## src/rtl/vpic_pkg.sv

```systemverilog
package vpic_pkg;

    localparam logic [2:0] ADDR_CFG  = 3'd0;
    localparam logic [2:0] ADDR_PEND = 3'd1;
    localparam logic [2:0] ADDR_MASK = 3'd2;
    localparam logic [2:0] ADDR_INSV = 3'd3;
    localparam logic [2:0] ADDR_VEC  = 3'd4;

    localparam int VEC_LSB   = 11;
    localparam int LVL_LSB   = 13;
    localparam int HP_LSB    = 8;
    localparam int EN_BIT    = 7;
    localparam int SLOT_LSB  = 16;
    localparam int NSLOT     = 4;

    typedef enum logic {
        S_IDLE,
        S_ACKED
    } ack_state_e;

endpackage

```

## src/rtl/vpic_remap.sv

```systemverilog
module vpic_remap #(
    parameter int NSRC      = 32,
    parameter int SLOT_BASE = 28,
    parameter int NSLOT     = 4,
    localparam int SEL_W    = $clog2(NSLOT)
) (
    input  logic [NSRC-1:0]        irq_i,
    input  logic [NSLOT*SEL_W-1:0] sel_i,
    output logic [NSRC-1:0]        req_o
);

    for (genvar i = 0; i < NSRC; i++) begin : g_line
        if (i == 0) begin : g_reserved
            assign req_o[i] = 1'b0;
        end else if (i >= SLOT_BASE && i < SLOT_BASE + NSLOT) begin : g_slot
            logic [SEL_W-1:0] pick;
            assign pick     = sel_i[(i-SLOT_BASE)*SEL_W +: SEL_W];
            assign req_o[i] = irq_i[SLOT_BASE + int'(pick)];
        end else begin : g_plain
            assign req_o[i] = irq_i[i];
        end
    end

endmodule

```

## src/rtl/vpic_arb.sv

```systemverilog
module vpic_arb #(
    parameter int NSRC  = 32,
    localparam int VEC_W = $clog2(NSRC),
    localparam int KEY_W = VEC_W + 1
) (
    input  logic [NSRC-1:0]  pend_i,
    input  logic [NSRC-1:0]  mask_i,
    input  logic [NSRC-1:0]  isr_i,
    input  logic [VEC_W-1:0] hp_i,
    output logic             elig_o,
    output logic [VEC_W-1:0] win_o
);

    logic [NSRC-1:0]  cand;
    logic             win_ok, isv_ok;
    logic [KEY_W-1:0] win_key, isv_key;

    function automatic logic [KEY_W-1:0] key_of(input logic [VEC_W-1:0] id,
                                                 input logic [VEC_W-1:0] hp);
        return {id == hp, id};
    endfunction

    assign cand = pend_i & mask_i;

    always_comb begin
        win_ok  = 1'b0;
        win_o   = '0;
        win_key = '0;
        isv_ok  = 1'b0;
        isv_key = '0;
        for (int v = 1; v < NSRC; v++) begin
            if (cand[v] && (!win_ok || key_of(VEC_W'(v), hp_i) > win_key)) begin
                win_ok  = 1'b1;
                win_o   = VEC_W'(v);
                win_key = key_of(VEC_W'(v), hp_i);
            end
            if (isr_i[v] && (!isv_ok || key_of(VEC_W'(v), hp_i) > isv_key)) begin
                isv_ok  = 1'b1;
                isv_key = key_of(VEC_W'(v), hp_i);
            end
        end
        elig_o = win_ok && (!isv_ok || win_key > isv_key);
    end

endmodule

```

## src/rtl/vpic_ack.sv

```systemverilog
module vpic_ack
    import vpic_pkg::*;
#(
    parameter int NSRC  = 32,
    localparam int VEC_W = $clog2(NSRC)
) (
    input  logic             clk,
    input  logic             rst_n,
    input  logic             ack_i,
    input  logic             vrd_i,
    input  logic             elig_i,
    input  logic [VEC_W-1:0] win_i,
    output ack_state_e       state_o,
    output logic [VEC_W-1:0] vec_o,
    output logic [NSRC-1:0]  isr_set_o
);

    ack_state_e       state_q, state_d;
    logic [VEC_W-1:0] vec_q;

    always_comb begin
        state_d = state_q;
        unique case (state_q)
            S_IDLE:  if (ack_i) state_d = S_ACKED;
            S_ACKED: begin
                if (ack_i)      state_d = S_ACKED;
                else if (vrd_i) state_d = S_IDLE;
            end
        endcase
    end

    always_ff @(posedge clk) begin
        if (!rst_n) begin
            state_q <= S_IDLE;
            vec_q   <= '0;
        end else begin
            state_q <= state_d;
            if (ack_i) vec_q <= elig_i ? win_i : '0;
        end
    end

    always_comb begin
        state_o   = state_q;
        vec_o     = (state_q == S_ACKED) ? vec_q : '0;
        isr_set_o = '0;
        if (ack_i && elig_i) isr_set_o[win_i] = 1'b1;
    end

endmodule

```

## src/rtl/vpic_top.sv

```systemverilog
module vpic_top
    import vpic_pkg::*;
#(
    parameter int NSRC      = 32,
    parameter int SLOT_BASE = 28,
    localparam int VEC_W    = $clog2(NSRC),
    localparam int SEL_W    = $clog2(NSLOT)
) (
    input  logic        clk,
    input  logic        rst_n,
    input  logic [31:0] irq_in,
    input  logic        reg_wr,
    input  logic        reg_rd,
    input  logic [2:0]  reg_addr,
    input  logic [31:0] reg_wdata,
    output logic [31:0] reg_rdata,
    output logic        cpu_irq,
    output logic [2:0]  cpu_level
);

    logic [NSRC-1:0]        pend_q, mask_q, isr_q, req_map, isr_set;
    logic [2:0]             lvl_q;
    logic [VEC_W-1:0]       hp_q, win, vec;
    logic                   cfg_en_q, elig;
    logic [NSLOT*SEL_W-1:0] slot_q;
    ack_state_e             state_q;

    logic wr_cfg, wr_mask, wr_insv, ack, vrd;
    assign wr_cfg  = reg_wr && reg_addr == ADDR_CFG;
    assign wr_mask = reg_wr && reg_addr == ADDR_MASK;
    assign wr_insv = reg_wr && reg_addr == ADDR_INSV;
    assign ack     = reg_wr && reg_addr == ADDR_VEC && reg_wdata[0];
    assign vrd     = reg_rd && reg_addr == ADDR_VEC;

    vpic_remap #(.NSRC(NSRC), .SLOT_BASE(SLOT_BASE), .NSLOT(NSLOT)) u_remap (
        .irq_i (irq_in[NSRC-1:0]),
        .sel_i (slot_q),
        .req_o (req_map)
    );

    vpic_arb #(.NSRC(NSRC)) u_arb (
        .pend_i (pend_q),
        .mask_i (mask_q),
        .isr_i  (isr_q),
        .hp_i   (hp_q),
        .elig_o (elig),
        .win_o  (win)
    );

    vpic_ack #(.NSRC(NSRC)) u_ack (
        .clk       (clk),
        .rst_n     (rst_n),
        .ack_i     (ack),
        .vrd_i     (vrd),
        .elig_i    (elig),
        .win_i     (win),
        .state_o   (state_q),
        .vec_o     (vec),
        .isr_set_o (isr_set)
    );

    function automatic logic [NSLOT*SEL_W-1:0] slot_identity();
        logic [NSLOT*SEL_W-1:0] r;
        for (int j = 0; j < NSLOT; j++) r[j*SEL_W +: SEL_W] = SEL_W'(j);
        return r;
    endfunction

    always_ff @(posedge clk) begin
        if (!rst_n) begin
            pend_q   <= '0;
            mask_q   <= '0;
            isr_q    <= '0;
            lvl_q    <= '0;
            hp_q     <= '0;
            cfg_en_q <= 1'b0;
            slot_q   <= slot_identity();
            cpu_irq  <= 1'b0;
        end else begin
            pend_q  <= req_map;
            cpu_irq <= cfg_en_q && elig;
            isr_q   <= (isr_q & ~(wr_insv ? reg_wdata[NSRC-1:0] : '0)) | isr_set;
            if (wr_mask) mask_q <= reg_wdata[NSRC-1:0];
            if (wr_cfg) begin
                lvl_q    <= reg_wdata[LVL_LSB +: 3];
                hp_q     <= reg_wdata[HP_LSB +: VEC_W];
                cfg_en_q <= reg_wdata[EN_BIT];
                slot_q   <= reg_wdata[SLOT_LSB +: NSLOT*SEL_W];
            end
        end
    end

    assign cpu_level = lvl_q;

    always_comb begin
        reg_rdata = '0;
        case (reg_addr)
            ADDR_CFG: begin
                reg_rdata[LVL_LSB +: 3]               = lvl_q;
                reg_rdata[HP_LSB +: VEC_W]            = hp_q;
                reg_rdata[EN_BIT]                     = cfg_en_q;
                reg_rdata[SLOT_LSB +: NSLOT*SEL_W]    = slot_q;
            end
            ADDR_PEND: reg_rdata[NSRC-1:0] = pend_q;
            ADDR_MASK: reg_rdata[NSRC-1:0] = mask_q;
            ADDR_INSV: reg_rdata[NSRC-1:0] = isr_q;
            ADDR_VEC:  reg_rdata[VEC_LSB +: VEC_W] = vec;
            default:   reg_rdata = '0;
        endcase
    end

endmodule

```

## config.mk

```make
export PLATFORM = sky130hd
export DESIGN_NAME = vpic_top
export DESIGN_NICKNAME = d
export VERILOG_FILES = /design/src/rtl/vpic_pkg.sv /design/src/rtl/vpic_remap.sv /design/src/rtl/vpic_arb.sv /design/src/rtl/vpic_ack.sv /design/src/rtl/vpic_top.sv
export SDC_FILE = /design/constraint.sdc
export NUM_CORES = 1
export LEC_CHECK = 0
export BUFFER_PORTS_ARGS = -buffer_cell sky130_fd_sc_hd__buf_2
export CORE_MARGIN = 5
export CORE_UTILIZATION = 58
export DETAILED_ROUTE_END_ITERATION = 10
export PLACE_DENSITY = 0.79
export SYNTH_ARGS = -nofsm -noshare
export SYNTH_HDL_FRONTEND = slang
export SYNTH_SLANG_ARGS = --single-unit
```

## constraint.sdc

```tcl
create_clock -name clk -period 81.3 [get_ports clk]
set_input_delay 12.195 -clock clk [delete_from_list [all_inputs] [get_ports clk]]
set_output_delay 12.195 -clock clk [all_outputs]
set_load 0.01 [all_outputs]
```

# Word level (Yosys, flattened, before mapping)
# Cells that the tools add are included.
# Widths: inputs -> output; s select.
[classes]
addsub = 4
n_lt_le_gt_ge = 67
eq_ne = 35
n_mux = 182
bitwise_logic = 5
reduce_logical = 193
[ops]
columns = ["cell", "count"]
rows = [
  ["$mux 6", 62],
  ["$gt 6x6->1", 61],
  ["$mux 5", 32],
  ["$lt 32x7->1 const B", 4],
  ["$eq 5x5->1 const A", 16],
  ["$mux 1", 75],
  ["$logic_and 1x1->1", 70],
  ["$and 32x32->32", 2],
  ["$mux 32", 2],
  ["$logic_not 1->1", 61],
  ["$logic_or 1x1->1", 61],
  ["$eq 4x5->1 const A", 8],
  ["$not 32->32", 1],
  ["$or 32x32->32", 1],
  ["$pmux 8 s4", 1],
  ["$pmux 5 s5", 1],
  ["$add 5x2->6 const A", 4],
  ["$pmux 8 s3", 1],
  ["$pmux 7 s3", 1],
  ["$bmux 1 s5", 4],
  ["$eq 3x5->1 const A", 4],
  ["$pmux 4 s4", 1],
  ["$eq 2x5->1 const A", 2],
  ["$eq 3x2->1 const B", 2],
  ["9 further kinds", 9],
]
[totals]
reg_bits = 120
in_bits = 71

# Depth between registers and ports, before layout
[depth]
ltp_word = 128
mapped_depth = 154
depth_no_buf = 150

# Cells and area by module
# A second synthesis with hierarchy kept.
[unflattened]
hier_cells = 1282
hier_area_um2 = 9759.4
[modules_own_cells]
columns = ["mod", "n_inst", "cells_each", "area_per_inst_um2", "seq_area_each_um2"]
rows = [
  ["vpic_top", 1, 533, 4864.7, 2282.2],
  ["vpic_arb", 1, 640, 4106.4, 0.0],
  ["vpic_ack", 1, 76, 484.2, 120.1],
  ["vpic_remap", 1, 33, 304.0, 0.0],
]

# Worst setup path after synthesis
# OpenSTA, ideal clock, no wires.
[synth_path]
path_kind = "reg-to-reg"
startpoint = "register hp_q[1]"
endpoint = "register isr_q[11]"
arrival_time_ps = 29597
t_required_ps = 81184
path_slack_ps = 51587
stages_incl_launch_ff = 144
path_buffers = 3
period_less_slack_ps = 29713
path_cell_list = "dfxtp_1 > buf_2 > nand4b_1 > a2111oi_0 > inv_1 > ha_1 > or2_2 > o2111a_1 > a211oi_1 > ha_1 > a211oi_1 > or2_2 > a21o_1 > ha_1 > a311oi_1 > nor3_1 > o21bai_1 > ha_1 > (+108 left out) > a21oi_1 > o21ai_0 > o31a_1 > ha_1 > o22a_1 > o21ai_2 > nor2_1 > clkinv_1 > ha_1 > a21oi_1 > a211o_1 > mux2_2 > a211oi_1 > a221o_1 > or2_1 > buf_2 > buf_2 > a31o_2"
[synth_between]
elab_chain_len = 128
word_cells_on_any_way = 433
[synth_rtl]
columns = ["item", "line", "source"]
rows = [
  ["start: declaration", "vpic_top.sv:23", "logic [VEC_W-1:0] hp_q, win, vec;"],
  ["start signal: assignment", "vpic_top.sv:85", "hp_q <= reg_wdata[HP_LSB +: VEC_W];"],
  ["$eq 1x5->1", "--", ""],
  ["$mux 6, on equally long branches", "vpic_arb.sv:32, vpic_arb.sv:37", ""],
  ["$gt 6x6->1, on equally long branches", "vpic_arb.sv:32, vpic_arb.sv:37", ""],
  ["$logic_or 1x1->1, on equally long branches", "vpic_arb.sv:32, vpic_arb.sv:37", ""],
  ["$logic_and 1x1->1, on equally long branches", "vpic_arb.sv:32, vpic_arb.sv:37", ""],
  ["$mux 6 (tied with other cells)", "vpic_arb.sv:32", "if (cand[v] && (!win_ok || key_of(VEC_W'(v), hp_i) > win_key)) begin"],
  ["$gt 6x6->1 (tied with other cells)", "vpic_arb.sv:32", ""],
  ["$logic_or 1x1->1, on equally long branches", "vpic_arb.sv:32, vpic_arb.sv:37", ""],
  ["(+112 left out)", "--", ""],
  ["$logic_and 1x1->1, on equally long branches", "vpic_arb.sv:32, vpic_arb.sv:37", ""],
  ["$mux 5 (tied with other cells)", "vpic_arb.sv:32", ""],
  ["$lt 5x6->1 (implied by the code) (tied with other cells)", "vpic_ack.sv:46", "if (ack_i && elig_i) isr_set_o[win_i] = 1'b1;"],
  ["$logic_and 1x1->1 (implied by the code) / $logic_or 1x1->1 (equally long branches)", "vpic_ack.sv:46, vpic_arb.sv:42", ""],
  ["$mux 1 (implied by the code) / $logic_and 1x1->1 (equally long branches)", "vpic_ack.sv:46, vpic_arb.sv:42", ""],
  ["$demux 1 s5 / $logic_and 1x1->1 (equally long branches)", "--", ""],
  ["$mux 32 *", "vpic_ack.sv:46", ""],
  ["$or 32x32->32 *", "vpic_top.sv:81", "isr_q <= (isr_q & ~(wr_insv ? reg_wdata[NSRC-1:0] : '0)) | isr_set;"],
  ["end signal: assignment", "vpic_top.sv:81", ""],
  ["end: declaration", "vpic_top.sv:21", "logic [NSRC-1:0] pend_q, mask_q, isr_q, req_map, isr_set;"],
]
# Mark *: on every way between the ends. The rest lies on a longest branch, timed or not.
# A chain may end at the register's enable or synchronous reset.

# Worst setup path after layout
[layout_path]
startpoint = "register hp_q[0]"
endpoint = "register isr_q[25]"
# Same word-level chain as after synthesis.

==> flow_summary.html <==
<table>
<tr><th>Metric</th><th>Value</th></tr>
<tr><th colspan="2">Hold path</th></tr>
<tr><td>End point of the worst hold path</td><td>isr_q[0]</td></tr>
<tr><td>Min-delay worst type</td><td>register to register</td></tr>
<tr><td>Depth of the worst hold-timing path</td><td>2</td></tr>
<tr><td>Hold_sp</td><td>isr_q[0]</td></tr>
<tr><th colspan="2">Timing</th></tr>
<tr><td>Setup_tns</td><td>0 ns</td></tr>
<tr><td>Fin crit period</td><td>35.07 ns</td></tr>
<tr><td>Worst slew slack as a fraction of its limit</td><td>14.8%</td></tr>
<tr><td>Total of endpoints with negative setup slack in the final report</td><td>0</td></tr>
<tr><td>Max Clock Skew</td><td>0.00812 ns</td></tr>
<tr><td>Final clock period utilization by the worst path</td><td>43.1%</td></tr>
<tr><td>FMAX</td><td>28.5 MHz</td></tr>
<tr><td>RSZ-0062 raised after global routing</td><td>no</td></tr>
<tr><td>Worst-margin pin slew</td><td>1.26 ns</td></tr>
<tr><td>Hold violation total from the final report</td><td>0</td></tr>
<tr><td>Final Slew Violations</td><td>0</td></tr>
<tr><th colspan="2">Synthesis</th></tr>
<tr><td>Async S/R FF share, synth</td><td>0%</td></tr>
<tr><td>Largest family of logic cells by synthesized area</td><td>compound AO/OA/AOI/OAI gates</td></tr>
<tr><td>Cell variety after synth</td><td>84</td></tr>
<tr><td>Synthesized-area fraction occupied by ao, oa, aoi and oai cells</td><td>31.1%</td></tr>
<tr><td>Commonest cells post-synth</td><td>sky130_fd_sc_hd__nand2_1 (251), sky130_fd_sc_hd__dfxtp_1 (119), sky130_fd_sc_hd__nor2_1 (97)</td></tr>
<tr><td>Adder-cell share of the synthesized area</td><td>7.39%</td></tr>
<tr><td>Top flip-flop cell by instance count after synthesis</td><td>sky130_fd_sc_hd__dfxtp_1</td></tr>
<tr><td>Total of warnings raised by yosys</td><td>0</td></tr>
<tr><td>Share of cell area taken by muxes after synthesis</td><td>4.26%</td></tr>
<tr><td>Cells after synthesis</td><td>1321</td></tr>
<tr><td>XOR/XNOR share of the synthesized area</td><td>0%</td></tr>
<tr><td>Count of flip-flops with a built-in enable after synthesis</td><td>0</td></tr>
<tr><td>Fraction of synthesized cell area taken by the top area cell type</td><td>24.7%</td></tr>
<tr><td>Cell with the most instances after synthesis</td><td>sky130_fd_sc_hd__nand2_1</td></tr>
<tr><td>Post-Synth Simple-Gate Area</td><td>28.2%</td></tr>
<tr><td>Seq/Total Area, Yosys</td><td>24.7%</td></tr>
<tr><td>Biggest area consumer among synthesized cells</td><td>sky130_fd_sc_hd__dfxtp_1</td></tr>
<tr><td>Post-Syn Nets</td><td>1449</td></tr>
<tr><td>Synth Area per Inst</td><td>7.31 um^2</td></tr>
<tr><td>Synth area leaders</td><td>sky130_fd_sc_hd__dfxtp_1 (25%), sky130_fd_sc_hd__nand2_1 (9.8%), sky130_fd_sc_hd__ha_1 (7.4%)</td></tr>
<tr><td>Register bit total from synthesis</td><td>119</td></tr>
<tr><td>Post-Syn Area</td><td>9650 um^2</td></tr>
<tr><th colspan="2">CTS</th></tr>
<tr><td>Clk root buf</td><td>sky130_fd_sc_hd__clkbuf_16</td></tr>
<tr><td>Post-cts repair resize count</td><td>0</td></tr>
<tr><td>Number of buffers added for setup after CTS</td><td>0</td></tr>
<tr><td>Hold buffer count at cts</td><td>0</td></tr>
<tr><td>CTS buffer count</td><td>17</td></tr>
<tr><td>Clk sinks</td><td>119</td></tr>
<tr><td>Maximum clock insertion buffer count</td><td>2</td></tr>
<tr><td>Clock-pin slew reported for the worst setup and hold paths after clock tree synthesis</td><td>0.05 ns</td></tr>
<tr><td>Clock tree from TritonCTS</td><td>done</td></tr>
<tr><td>Clock Latency Late Sink</td><td>0.41 ns</td></tr>
<tr><td>H-tree levels</td><td>4</td></tr>
<tr><th colspan="2">Floorplan</th></tr>
<tr><td>I/O pin count</td><td>107</td></tr>
<tr><td>Die Outline Area</td><td>19300 um^2</td></tr>
<tr><td>DIE HEIGHT</td><td>139 um</td></tr>
<tr><td>Core area</td><td>16500 um^2</td></tr>
<tr><td>Rows</td><td>47</td></tr>
<tr><td>Width of the die</td><td>139 um</td></tr>
<tr><td>Starting density of the core</td><td>58.6%</td></tr>
<tr><th colspan="2">Global route</th></tr>
<tr><td>Vias in the first global route</td><td>9953</td></tr>
<tr><td>Pin count of the biggest net entering global routing</td><td>116</td></tr>
<tr><td>Global-route wire length before repair</td><td>51.6 mm</td></tr>
<tr><td>Global route overflow</td><td>0</td></tr>
<tr><td>Overall global routing resource usage</td><td>32.5%</td></tr>
<tr><td>Antenna violations before repair</td><td>0</td></tr>
<tr><th colspan="2">Route</th></tr>
<tr><td>Total length of routed wires</td><td>32.8 mm</td></tr>
<tr><td>Average vias per placed instance</td><td>6.63</td></tr>
<tr><td>TritonRoute pass-1 iters</td><td>6</td></tr>
<tr><td>Remaining number of nets flagged by the antenna check after routing</td><td>0</td></tr>
<tr><td>Initial DRC count</td><td>1326</td></tr>
<tr><td>DR WL/cell</td><td>20.2 um</td></tr>
<tr><td>Via count</td><td>10800</td></tr>
<tr><td>Post-route DRC</td><td>0</td></tr>
<tr><th colspan="2">Critical path</th></tr>
<tr><td>Critical path endpoint category</td><td>register</td></tr>
<tr><td>Worst reg2reg startpoint</td><td>hp_q[0]</td></tr>
<tr><td>Reg2Reg Depth</td><td>142</td></tr>
<tr><td>Critical path launch point type</td><td>register</td></tr>
<tr><td>Worst path buffer plus inverter count</td><td>12</td></tr>
<tr><td>Category of the critical setup timing path</td><td>register to register</td></tr>
<tr><td>Data arrival time of the critical path</td><td>35.42 ns</td></tr>
<tr><td>End of the worst register-to-register path</td><td>isr_q[25]</td></tr>
<tr><td>Delay of the slowest cell on the worst path</td><td>0.96 ns</td></tr>
<tr><td>Most common cell on crit path</td><td>sky130_fd_sc_hd__ha_1</td></tr>
<tr><td>Largest delay share family, worst path</td><td>compound AO/OA/AOI/OAI gates</td></tr>
<tr><td>CP max FO</td><td>25</td></tr>
<tr><td>Worst path required time</td><td>81.65 ns</td></tr>
<tr><td>FF-to-FF setup slack</td><td>46.23 ns</td></tr>
<tr><td>Cell with the biggest individual delay on the critical path</td><td>sky130_fd_sc_hd__o311ai_0</td></tr>
<tr><th colspan="2">Status</th></tr>
<tr><td>Run status</td><td>finished, final reports clean</td></tr>
<tr><th colspan="2">Job</th></tr>
<tr><td>Max-cap violations</td><td>0</td></tr>
<tr><th colspan="2">Final layout</th></tr>
<tr><td>Proportion of layout cells with a drive suffix above 1</td><td>15.4%</td></tr>
<tr><td>Diode insertion count for antenna repair</td><td>0</td></tr>
<tr><td>Number of filler cells placed in the layout</td><td>1446</td></tr>
<tr><td>Synthesis-to-layout area growth</td><td>13.5%</td></tr>
<tr><td>Layout Nets</td><td>1523</td></tr>
<tr><th colspan="2">Power</th></tr>
<tr><td>Power density of the placed cells</td><td>14.9 nW/um^2</td></tr>
<tr><td>Power after layout</td><td>0.163 mW</td></tr>
<tr><td>Peak VDD IR</td><td>0.0165 mV</td></tr>
<tr><td>Leak pwr</td><td>4.68 nW</td></tr>
<tr><th colspan="2">Place</th></tr>
<tr><td>Number of buffers added on ports</td><td>105</td></tr>
<tr><td>Placed wire-length estimate after detailed placement</td><td>24.7 mm</td></tr>
<tr><td>Placer Congestion</td><td>0.970</td></tr>
</table>
[where the power goes]
group	internal (mW)	switching, mW
registers	0.0598	0.00172
clock network	0.0574	0.0259
logic	0.00678	0.0113
total	0.124	0.0389
[final cells by class]
type	instances	area [um^2]	area share (%)
flip-flops and latches	119	2380	21.7
multi-input cells	1092	6860	62.6
well taps	220	275	2.51
repair buffers	116	608	5.55
inverters	49	184	1.68
clock buffers	23	488	4.45
clock inverters	7	166	1.52
[registers in the layout, summed over array words and instances, names as in the netlist]
| register | count |
|---|---|
| cfg_en_q | 1 |
| pend_q | 31 |
| cpu_irq | 1 |
| u_ack.vec_q | 5 |
| cpu_level | 3 |
| u_ack.state_o | 1 |
| isr_q | 32 |
| hp_q | 5 |
| mask_q | 32 |
| slot_q | 8 |
[worst max path at each step]
stage / end / slack (ns) / start / cells past startpoint
floorplan: isr_q[11] / 51.59 / hp_q[1] / 143
global placement: cpu_irq / 47.66 / hp_q[1] / 142
detailed placement: isr_q[6] / 47.09 / hp_q[1] / 142
CTS: isr_q[25] / 47.00 / hp_q[0] / 142
global route: isr_q[29] / 43.77 / hp_q[1] / 143
finish: isr_q[25] / 46.23 / hp_q[0] / 142
[tightest hold or removal path: cells and delay by family, from the launching register on]
family / cells / cell delay, ns
DFF: 1 / 0.31
AOI/OAI and AO/OA: 1 / 0.04
and+or+nand+nor: 1 / 0.06
[metrics by stage]
stage	cell area (um^2)	instances	util, %	setup WS (ns)	hold slack (ns)
final	11000	1626	66.6	46.23	0.463
after global routing	11000	1626	66.6	43.77	0.476
after CTS	11000	1626	66.6	47.00	0.460
after detailed placement	10300	1596	62.6	47.09	0.446
after global placement	10300	1596	62.6	47.66	0.423
after floorplan	9650	1321	-	51.59	0.412
[cell families after synthesis]
group                    count (synthesis)
adder cells (fa/ha/maj)                 57
AO/OA/AOI/OAI                          423
multiplexers                            33
AND/OR/NAND/NOR                        579
buffers and inverters                  110
flip-flops                             119
[cell usage in the layout, fill, tap and decap left out, types with 46 or more instances in the layout]
cell,instances
sky130_fd_sc_hd__nand2_1,251
sky130_fd_sc_hd__a22oi_1,46
sky130_fd_sc_hd__o21ai_0,60
sky130_fd_sc_hd__inv_1,48
sky130_fd_sc_hd__a21oi_1,73
sky130_fd_sc_hd__ha_1,57
sky130_fd_sc_hd__buf_2,105
sky130_fd_sc_hd__dfxtp_1,119
sky130_fd_sc_hd__a21boi_0,50
sky130_fd_sc_hd__nor2_1,97
sky130_fd_sc_hd__and2_1,46
[layer usage]
layer	up-vias	global-route usage, %	part of all wire, %
li1	5029	-	-
met1	4997	44.9	40
met2	672	50.1	44
met3	86	7.45	13
met4	0	11.2	3.1
met5	-	0	0
No activity file was read; power rests on OpenSTA's default activity.
